==> src/rtl/pwm_gate_pkg.sv <==
// Package: shared types of the PWM gate-drive timing logic.
// Assumes nothing; holds the sequencer phase encoding only.
package pwm_gate_pkg;

    // Phases of one switching cycle plus the forced-off parking phase.
    typedef enum logic [2:0] {
        PH_OFF       = 3'd0,   // both gates off by fault request
        PH_DT_TO_LS  = 3'd1,   // both off, waiting for high side sensed off
        PH_LS        = 3'd2,   // low side conducting
        PH_DT_TO_HS  = 3'd3,   // both off, waiting for low side sensed off
        PH_HS        = 3'd4    // high side conducting
    } phase_t;

endpackage

==> src/rtl/pwm_period_gen.sv <==
// Module: free-running switching-period counter.
// Produces a one-clock tick every PERIOD_CYC clocks; the first tick is
// in the PERIOD_CYC-th clock after reset. Assumes PERIOD_CYC >= 2.
module pwm_period_gen #(
    parameter int PERIOD_CYC = 333
) (
    input  logic clk,
    input  logic rst_n,
    output logic tick_o
);
    localparam int CW = $clog2(PERIOD_CYC + 1);
    localparam logic [CW-1:0] LAST = CW'(PERIOD_CYC - 1);

    logic [CW-1:0] cnt_q;

    // Count 0..PERIOD_CYC-1 and wrap.
    always_ff @(posedge clk) begin
        if (!rst_n) begin
            cnt_q <= '0;
        end else if (cnt_q == LAST) begin
            cnt_q <= '0;
        end else begin
            cnt_q <= cnt_q + 1'b1;
        end
    end

    assign tick_o = (cnt_q == LAST);

endmodule

==> src/rtl/pwm_nonoverlap_guard.sv <==
// Module: adaptive dead-time guard for one gate.
// While wait_i is high it grants go_o as soon as the opposite gate's
// off feedback is high, or after TIMEOUT_CYC waiting clocks at the
// latest. Assumes wait_i stays high until go_o has been taken.
module pwm_nonoverlap_guard #(
    parameter int TIMEOUT_CYC = 20
) (
    input  logic clk,
    input  logic rst_n,
    input  logic wait_i,
    input  logic off_fb_i,
    output logic go_o
);
    localparam int TW = $clog2(TIMEOUT_CYC + 1);
    localparam logic [TW-1:0] LAST = TW'(TIMEOUT_CYC - 1);

    logic [TW-1:0] wait_cnt_q;

    // Count waiting clocks, cleared whenever no wait is in progress.
    always_ff @(posedge clk) begin
        if (!rst_n || !wait_i) begin
            wait_cnt_q <= '0;
        end else if (wait_cnt_q != LAST) begin
            wait_cnt_q <= wait_cnt_q + 1'b1;
        end
    end

    assign go_o = wait_i && (off_fb_i || (wait_cnt_q == LAST));

endmodule

==> src/rtl/pwm_gate_seq.sv <==
// Module: switching-cycle sequencer.
// Holds the set/reset cycle state: set by the period tick, reset by
// the comparator or the duty ceiling. Enforces the low-side minimum,
// emits the sample strobe and applies the fault overrides
// (force-off over force-low-side over normal operation).
// Assumes go_hs_i/go_ls_i come from guards driven by its wait outputs.
module pwm_gate_seq
    import pwm_gate_pkg::*;
#(
    parameter int DUTY_MAX_CYC = 266,
    parameter int LS_MIN_CYC   = 50
) (
    input  logic clk,
    input  logic rst_n,
    input  logic tick_i,
    input  logic cmp_trip_i,
    input  logic force_off_i,
    input  logic force_ls_i,
    input  logic go_hs_i,
    input  logic go_ls_i,
    output logic wait_ls_off_o,
    output logic wait_hs_off_o,
    output logic hs_en_o,
    output logic ls_en_o,
    output logic strobe_o
);
    localparam int HW = $clog2(DUTY_MAX_CYC + 1);
    localparam int LW = $clog2(LS_MIN_CYC + 1);
    localparam logic [HW-1:0] HS_LAST = HW'(DUTY_MAX_CYC - 1);
    localparam logic [LW-1:0] LS_LAST = LW'(LS_MIN_CYC - 1);

    phase_t        ph_q, ph_d;
    logic          pend_q, pend_d;
    logic          strobe_q, strobe_d;
    logic [HW-1:0] hs_cnt_q;
    logic [LW-1:0] ls_cnt_q;
    logic          ls_done, hs_last, start;

    assign ls_done = (ls_cnt_q == LS_LAST);
    assign hs_last = (hs_cnt_q == HS_LAST);
    assign start   = pend_q || tick_i;

    // Next phase, pending-start latch and strobe decision.
    always_comb begin
        ph_d     = ph_q;
        pend_d   = pend_q || tick_i;
        strobe_d = 1'b0;
        case (ph_q)
            PH_OFF: begin
                ph_d = PH_DT_TO_LS;
            end
            PH_DT_TO_LS: begin
                if (go_ls_i) ph_d = PH_LS;
            end
            PH_LS: begin
                if (!force_ls_i && start && ls_done) begin
                    pend_d = 1'b0;
                    if (!cmp_trip_i) begin
                        ph_d     = PH_DT_TO_HS;
                        strobe_d = 1'b1;
                    end
                end
            end
            PH_DT_TO_HS: begin
                if (force_ls_i)   ph_d = PH_DT_TO_LS;
                else if (go_hs_i) ph_d = PH_HS;
            end
            PH_HS: begin
                if (force_ls_i || cmp_trip_i || hs_last) ph_d = PH_DT_TO_LS;
            end
            default: begin
                ph_d = PH_OFF;
            end
        endcase
        if (force_ls_i) begin
            pend_d = 1'b0;
        end
        if (force_off_i) begin
            ph_d     = PH_OFF;
            pend_d   = 1'b0;
            strobe_d = 1'b0;
        end
    end

    // State registers; reset parks in the wait before the low side.
    always_ff @(posedge clk) begin
        if (!rst_n) begin
            ph_q     <= PH_DT_TO_LS;
            pend_q   <= 1'b0;
            strobe_q <= 1'b0;
        end else begin
            ph_q     <= ph_d;
            pend_q   <= pend_d;
            strobe_q <= strobe_d;
        end
    end

    // On-time counters, cleared outside their phase and saturating.
    always_ff @(posedge clk) begin
        if (!rst_n || ph_q != PH_HS) begin
            hs_cnt_q <= '0;
        end else if (!hs_last) begin
            hs_cnt_q <= hs_cnt_q + 1'b1;
        end
        if (!rst_n || ph_q != PH_LS) begin
            ls_cnt_q <= '0;
        end else if (!ls_done) begin
            ls_cnt_q <= ls_cnt_q + 1'b1;
        end
    end

    assign hs_en_o       = (ph_q == PH_HS);
    assign ls_en_o       = (ph_q == PH_LS);
    assign strobe_o      = strobe_q;
    assign wait_ls_off_o = (ph_q == PH_DT_TO_HS);
    assign wait_hs_off_o = (ph_q == PH_DT_TO_LS);

endmodule

==> src/rtl/pwm_gate_timer.sv <==
// Module: top of the PWM gate-drive timing logic.
// Connects the period counter, the cycle sequencer and one dead-time
// guard per gate. Assumes the feedback inputs are synchronous to clk.
module pwm_gate_timer #(
    parameter int PERIOD_CYC     = 333,
    parameter int DUTY_MAX_CYC   = 266,
    parameter int LS_MIN_CYC     = 50,
    parameter int FB_TIMEOUT_CYC = 20
) (
    input  logic clk,
    input  logic rst_n,
    input  logic cmp_trip_i,
    input  logic ls_off_fb_i,
    input  logic hs_off_fb_i,
    input  logic force_off_i,
    input  logic force_ls_i,
    output logic hs_en_o,
    output logic ls_en_o,
    output logic isense_strobe_o
);
    localparam int NGATE = 2;   // index 0: before high side, 1: before low side

    logic             tick;
    logic [NGATE-1:0] wait_v, fb_v, go_v;

    pwm_period_gen #(.PERIOD_CYC(PERIOD_CYC)) u_period (
        .clk    (clk),
        .rst_n  (rst_n),
        .tick_o (tick)
    );

    assign fb_v = {hs_off_fb_i, ls_off_fb_i};

    // One adaptive dead-time guard per gate.
    for (genvar g = 0; g < NGATE; g++) begin : g_guard
        pwm_nonoverlap_guard #(.TIMEOUT_CYC(FB_TIMEOUT_CYC)) u_guard (
            .clk      (clk),
            .rst_n    (rst_n),
            .wait_i   (wait_v[g]),
            .off_fb_i (fb_v[g]),
            .go_o     (go_v[g])
        );
    end

    pwm_gate_seq #(
        .DUTY_MAX_CYC (DUTY_MAX_CYC),
        .LS_MIN_CYC   (LS_MIN_CYC)
    ) u_seq (
        .clk           (clk),
        .rst_n         (rst_n),
        .tick_i        (tick),
        .cmp_trip_i    (cmp_trip_i),
        .force_off_i   (force_off_i),
        .force_ls_i    (force_ls_i),
        .go_hs_i       (go_v[0]),
        .go_ls_i       (go_v[1]),
        .wait_ls_off_o (wait_v[0]),
        .wait_hs_off_o (wait_v[1]),
        .hs_en_o       (hs_en_o),
        .ls_en_o       (ls_en_o),
        .strobe_o      (isense_strobe_o)
    );

endmodule

==> config.mk <==
export PLATFORM = sky130hd
export DESIGN_NAME = pwm_gate_timer
export DESIGN_NICKNAME = d
export VERILOG_FILES = /design/src/rtl/pwm_gate_pkg.sv /design/src/rtl/pwm_period_gen.sv /design/src/rtl/pwm_nonoverlap_guard.sv /design/src/rtl/pwm_gate_seq.sv /design/src/rtl/pwm_gate_timer.sv
export SDC_FILE = /design/constraint.sdc
export NUM_CORES = 1
export LEC_CHECK = 0
export ABC_AREA = 0
export BUFFER_PORTS_ARGS = -buffer_cell sky130_fd_sc_hd__buf_2
export CAP_MARGIN = 20
export CORE_ASPECT_RATIO = 0.75
export CORE_UTILIZATION = 30
export CTS_CLUSTER_SIZE = 20
export DETAILED_ROUTE_END_ITERATION = 10
export SLEW_MARGIN = 10
export SYNTH_ARGS = -nofsm -noshare
export SYNTH_HDL_FRONTEND = slang
export SYNTH_SLANG_ARGS = --single-unit
==> constraint.sdc <==
create_clock -name clk -period 1.9 [get_ports clk]
set_input_delay 0.475 -clock clk [delete_from_list [all_inputs] [get_ports clk]]
set_output_delay 0.475 -clock clk [all_outputs]
set_load 0.01 [all_outputs]
==> results.ini <==
[critical_path]
timing.setup.critical_path_class = reg -> out
cp_launch_type = register
critical_path_peak_fanout = 8
worst_path_dominant_cell_family = simple AND/OR/NAND/NOR gates
cp_data_arrival_time_ns = 1.37
worst-endpoint-required_ns = 1.42
crit_path_end_kind = primary output
critical-path-slowest-cell = sky130_fd_sc_hd__or3b_1
worstPathBufferInverterCount = 2
critPathMaxStageDelay_ns = 0.45
crit_path_cell_trace = or3b_1, inv_1, buf_2

[clocking]
postCtsSetupRepairBufs = 0
clock_latency_ns = 0.29
cts.clk_slew.worst_paths_ns = 0.07
cts_tree = done
post_cts_hold_buffer_count = 0
number_of_buffers_inserted_during_clock_tree_synthesis = 5
root_buffer = sky130_fd_sc_hd__clkbuf_8
h-tree-depth = 2
cts_buffer_depth = 2
cts.sinks = 39

[timing]
setup_tns_ns = 0
period_needed_ns = 1.841
report.final.setup_viol = 0
achievable-frequency_mhz = 543.1
worst_slew_margin_rel_pct = 73.38
hold_viol = 0
final-max-slew-violation-count = 0
worstMarginPinSlew_ns = 0.3993
clock-skew-final_ns = 0.01168
timing.final.crit_share_pct = 96.90
grt_setup_unrepaired = false
fin_worst_hold_slack_ns = 0.4274

[routing]
number_of_antenna_violating_nets_in_the_routed_design = 0
vias_per_cell = 4.524
drc = 0
detail_route.wirelength_um = 3173
via_count = 1312
drt_first_pass_iters = 4
wl_per_cell_um = 10.94
drt_first_iter_violations = 46

[synth]
proportion_of_synthesized_chip_area_in_sequential_cells_pct = 42.92
synth_fp_nets = 211
netlist_instances = 196
synthesis.area_um2 = 1819
ys_async_sr_fraction_pct = 0
yosys_register_bits = 39
dominantRegCellSynth = sky130_fd_sc_hd__dfxtp_1
post_synth.cell_area_avg_um2 = 9.282
edff_count_synth = 0
yosys_warnings = 0
post_synth_num_cell_types = 43

[floorplanning]
rows = 24
die_area_um2 = 6383
floorplan.die.height_um = 69.44
pin_count = 10
floorplan.initialDensity_pct = 31.23
coreArea_um2 = 5826
fp.dieW_um = 91.92

[global_routing]
first_pass_grt_wire_length_um = 5616
grt_use_total_pct = 11.19
grt_antenna_before_repair = 0
grt_start_max_net_pins = 13
global_route.overflow_total = 0
grt_pass1_vias = 1218

[min_path]
min_path_type = in -> reg

[layout]
final_util_pct = 35.63
final_common_cell = sky130_fd_sc_hd__dfxtp_1
num-nets-final = 227
drive_above_1_share_pct = 13.68
num_antenna_cells = 0
most-common-layout-cells = 37 x sky130_fd_sc_hd__dfxtp_1, 35 x sky130_fd_sc_hd__nor2_1, 18 x sky130_fd_sc_hd__xor2_1
flow.area_growth_from_synthesis_pct = 14.10

[place]
port_buffers = 9
globalplace.congestion = 0.7816
detailedPlacementHpwl_um = 2326

[power]
pwr_density_cell_nw_per_um2 = 768.8
power_leakage_nw = 0.7731
vdd_ir_drop_max_uv = 287.8
power_consumption_w = 0.001596

[status]
status = finished clean

[job]
drv.max_cap_violation_count = 0

-- flip-flops by register name, indices dropped and copies added, names as in the netlist --
| name | cells |
|---|---|
| g_guard.u_guard.wait_cnt_q | 10 |
| u_period.cnt_q | 9 |
| u_seq.hs_cnt_q | 9 |
| u_seq.ls_cnt_q | 6 |
| u_seq.ph_q | 3 |
| u_seq.pend_q | 1 |
| u_seq.strobe_o | 1 |
-- power breakdown --
group	total [W]	switching (W)	internal, W	leakage [nW]
sequential	0.000853	0.0000214	0.000832	0.316
combinational	0.0000784	0.0000433	0.0000350	0.406
clock	0.000664	0.000279	0.000385	0.0513
-- cell usage after synthesis, types with 2 or more instances --
cell | count | area, µm²
sky130_fd_sc_hd__nor2b_1 | 2 | 12.51
sky130_fd_sc_hd__nand2_1 | 9 | 33.78
sky130_fd_sc_hd__inv_1 | 9 | 33.78
sky130_fd_sc_hd__dfxtp_1 | 39 | 780.8
sky130_fd_sc_hd__ha_1 | 8 | 100.1
sky130_fd_sc_hd__a211oi_1 | 2 | 15.01
sky130_fd_sc_hd__nand4_1 | 4 | 25.02
sky130_fd_sc_hd__nand2b_1 | 3 | 18.77
sky130_fd_sc_hd__and4bb_1 | 2 | 25.02
sky130_fd_sc_hd__buf_2 | 2 | 10.01
sky130_fd_sc_hd__nor2_1 | 35 | 131.4
sky130_fd_sc_hd__and3_1 | 3 | 18.77
sky130_fd_sc_hd__mux2i_1 | 2 | 20.02
sky130_fd_sc_hd__a21oi_1 | 3 | 15.01
sky130_fd_sc_hd__nor3_1 | 7 | 35.03
sky130_fd_sc_hd__nand3_1 | 14 | 70.07
sky130_fd_sc_hd__xnor2_1 | 9 | 78.83
sky130_fd_sc_hd__xor2_1 | 18 | 157.7
-- metal layers --
layer | GRT usage [%] | part of all wire, %
met2 | 14.18 | 37
met5 | 0 | 0
met3 | 3.838 | 5.0
met1 | 16.55 | 56
met4 | 5.208 | 1.9
-- logic make-up (layout without fill, tap and decap cells) --
logic type | Yosys count | in the layout | synth area share (%)
compound gates | 16 | 16 | 7.772
xor+xnor | 27 | 27 | 13.00
fa+ha+maj | 8 | 8 | 5.502
buf+inv | 12 | 28 | 2.613
flops | 39 | 39 | 42.92
mux | 2 | 2 | 1.100
simple gates | 92 | 92 | 27.10
-- worst reg2reg max path: cells and delay by family, from the launching register on --
family | cells | cell delay (ns)
fa+ha+maj | 1 | 0.21
flops | 1 | 0.37
compound gates | 3 | 0.60
simple gates | 1 | 0.35
-- final timing paths --
path                        to  cells past startpoint  slack [ns]                             start
max                    hs_en_o                      3        0.06                     u_seq.ph_q[1]
min reg2reg  u_seq.ls_cnt_q[1]                      2        0.50                 u_seq.ls_cnt_q[1]
min             u_seq.strobe_o                      2        0.43                        cmp_trip_i
max reg2reg      u_seq.ph_q[0]                      5        0.31  g_guard[0].u_guard.wait_cnt_q[0]
-- repair_timing --
action / 4_1_cts / 5_1_grt
setup endpoints to repair: 1 / 1
gates resized for setup: 1 / 1
hold endpoints to repair: 0 / 0
gates cloned: 0 / 0
-- cell type report --
cell class | instances | area (µm²)
Clock inverter | 1 | 30.03
Fill cell | 605 | 3750
Tap cell | 78 | 97.59
Clock buffer | 6 | 72.57
Sequential cell | 39 | 783.3
Multi-Input combinational cell | 145 | 991.0
Timing Repair Buffer | 12 | 67.56
Inverter | 9 | 33.78
-- metrics by stage --
stage               cells  area (µm²)  setup slack (ns)
floorplan             196        1819            0.3707
global placement      283        1971            0.3142
detailed placement    283        1971            0.2977
CTS                   290        2074          0.003991
global route          290        2076          0.003949
finish                290        2076           0.05884
No activity file was read; power rests on OpenSTA's default activity.
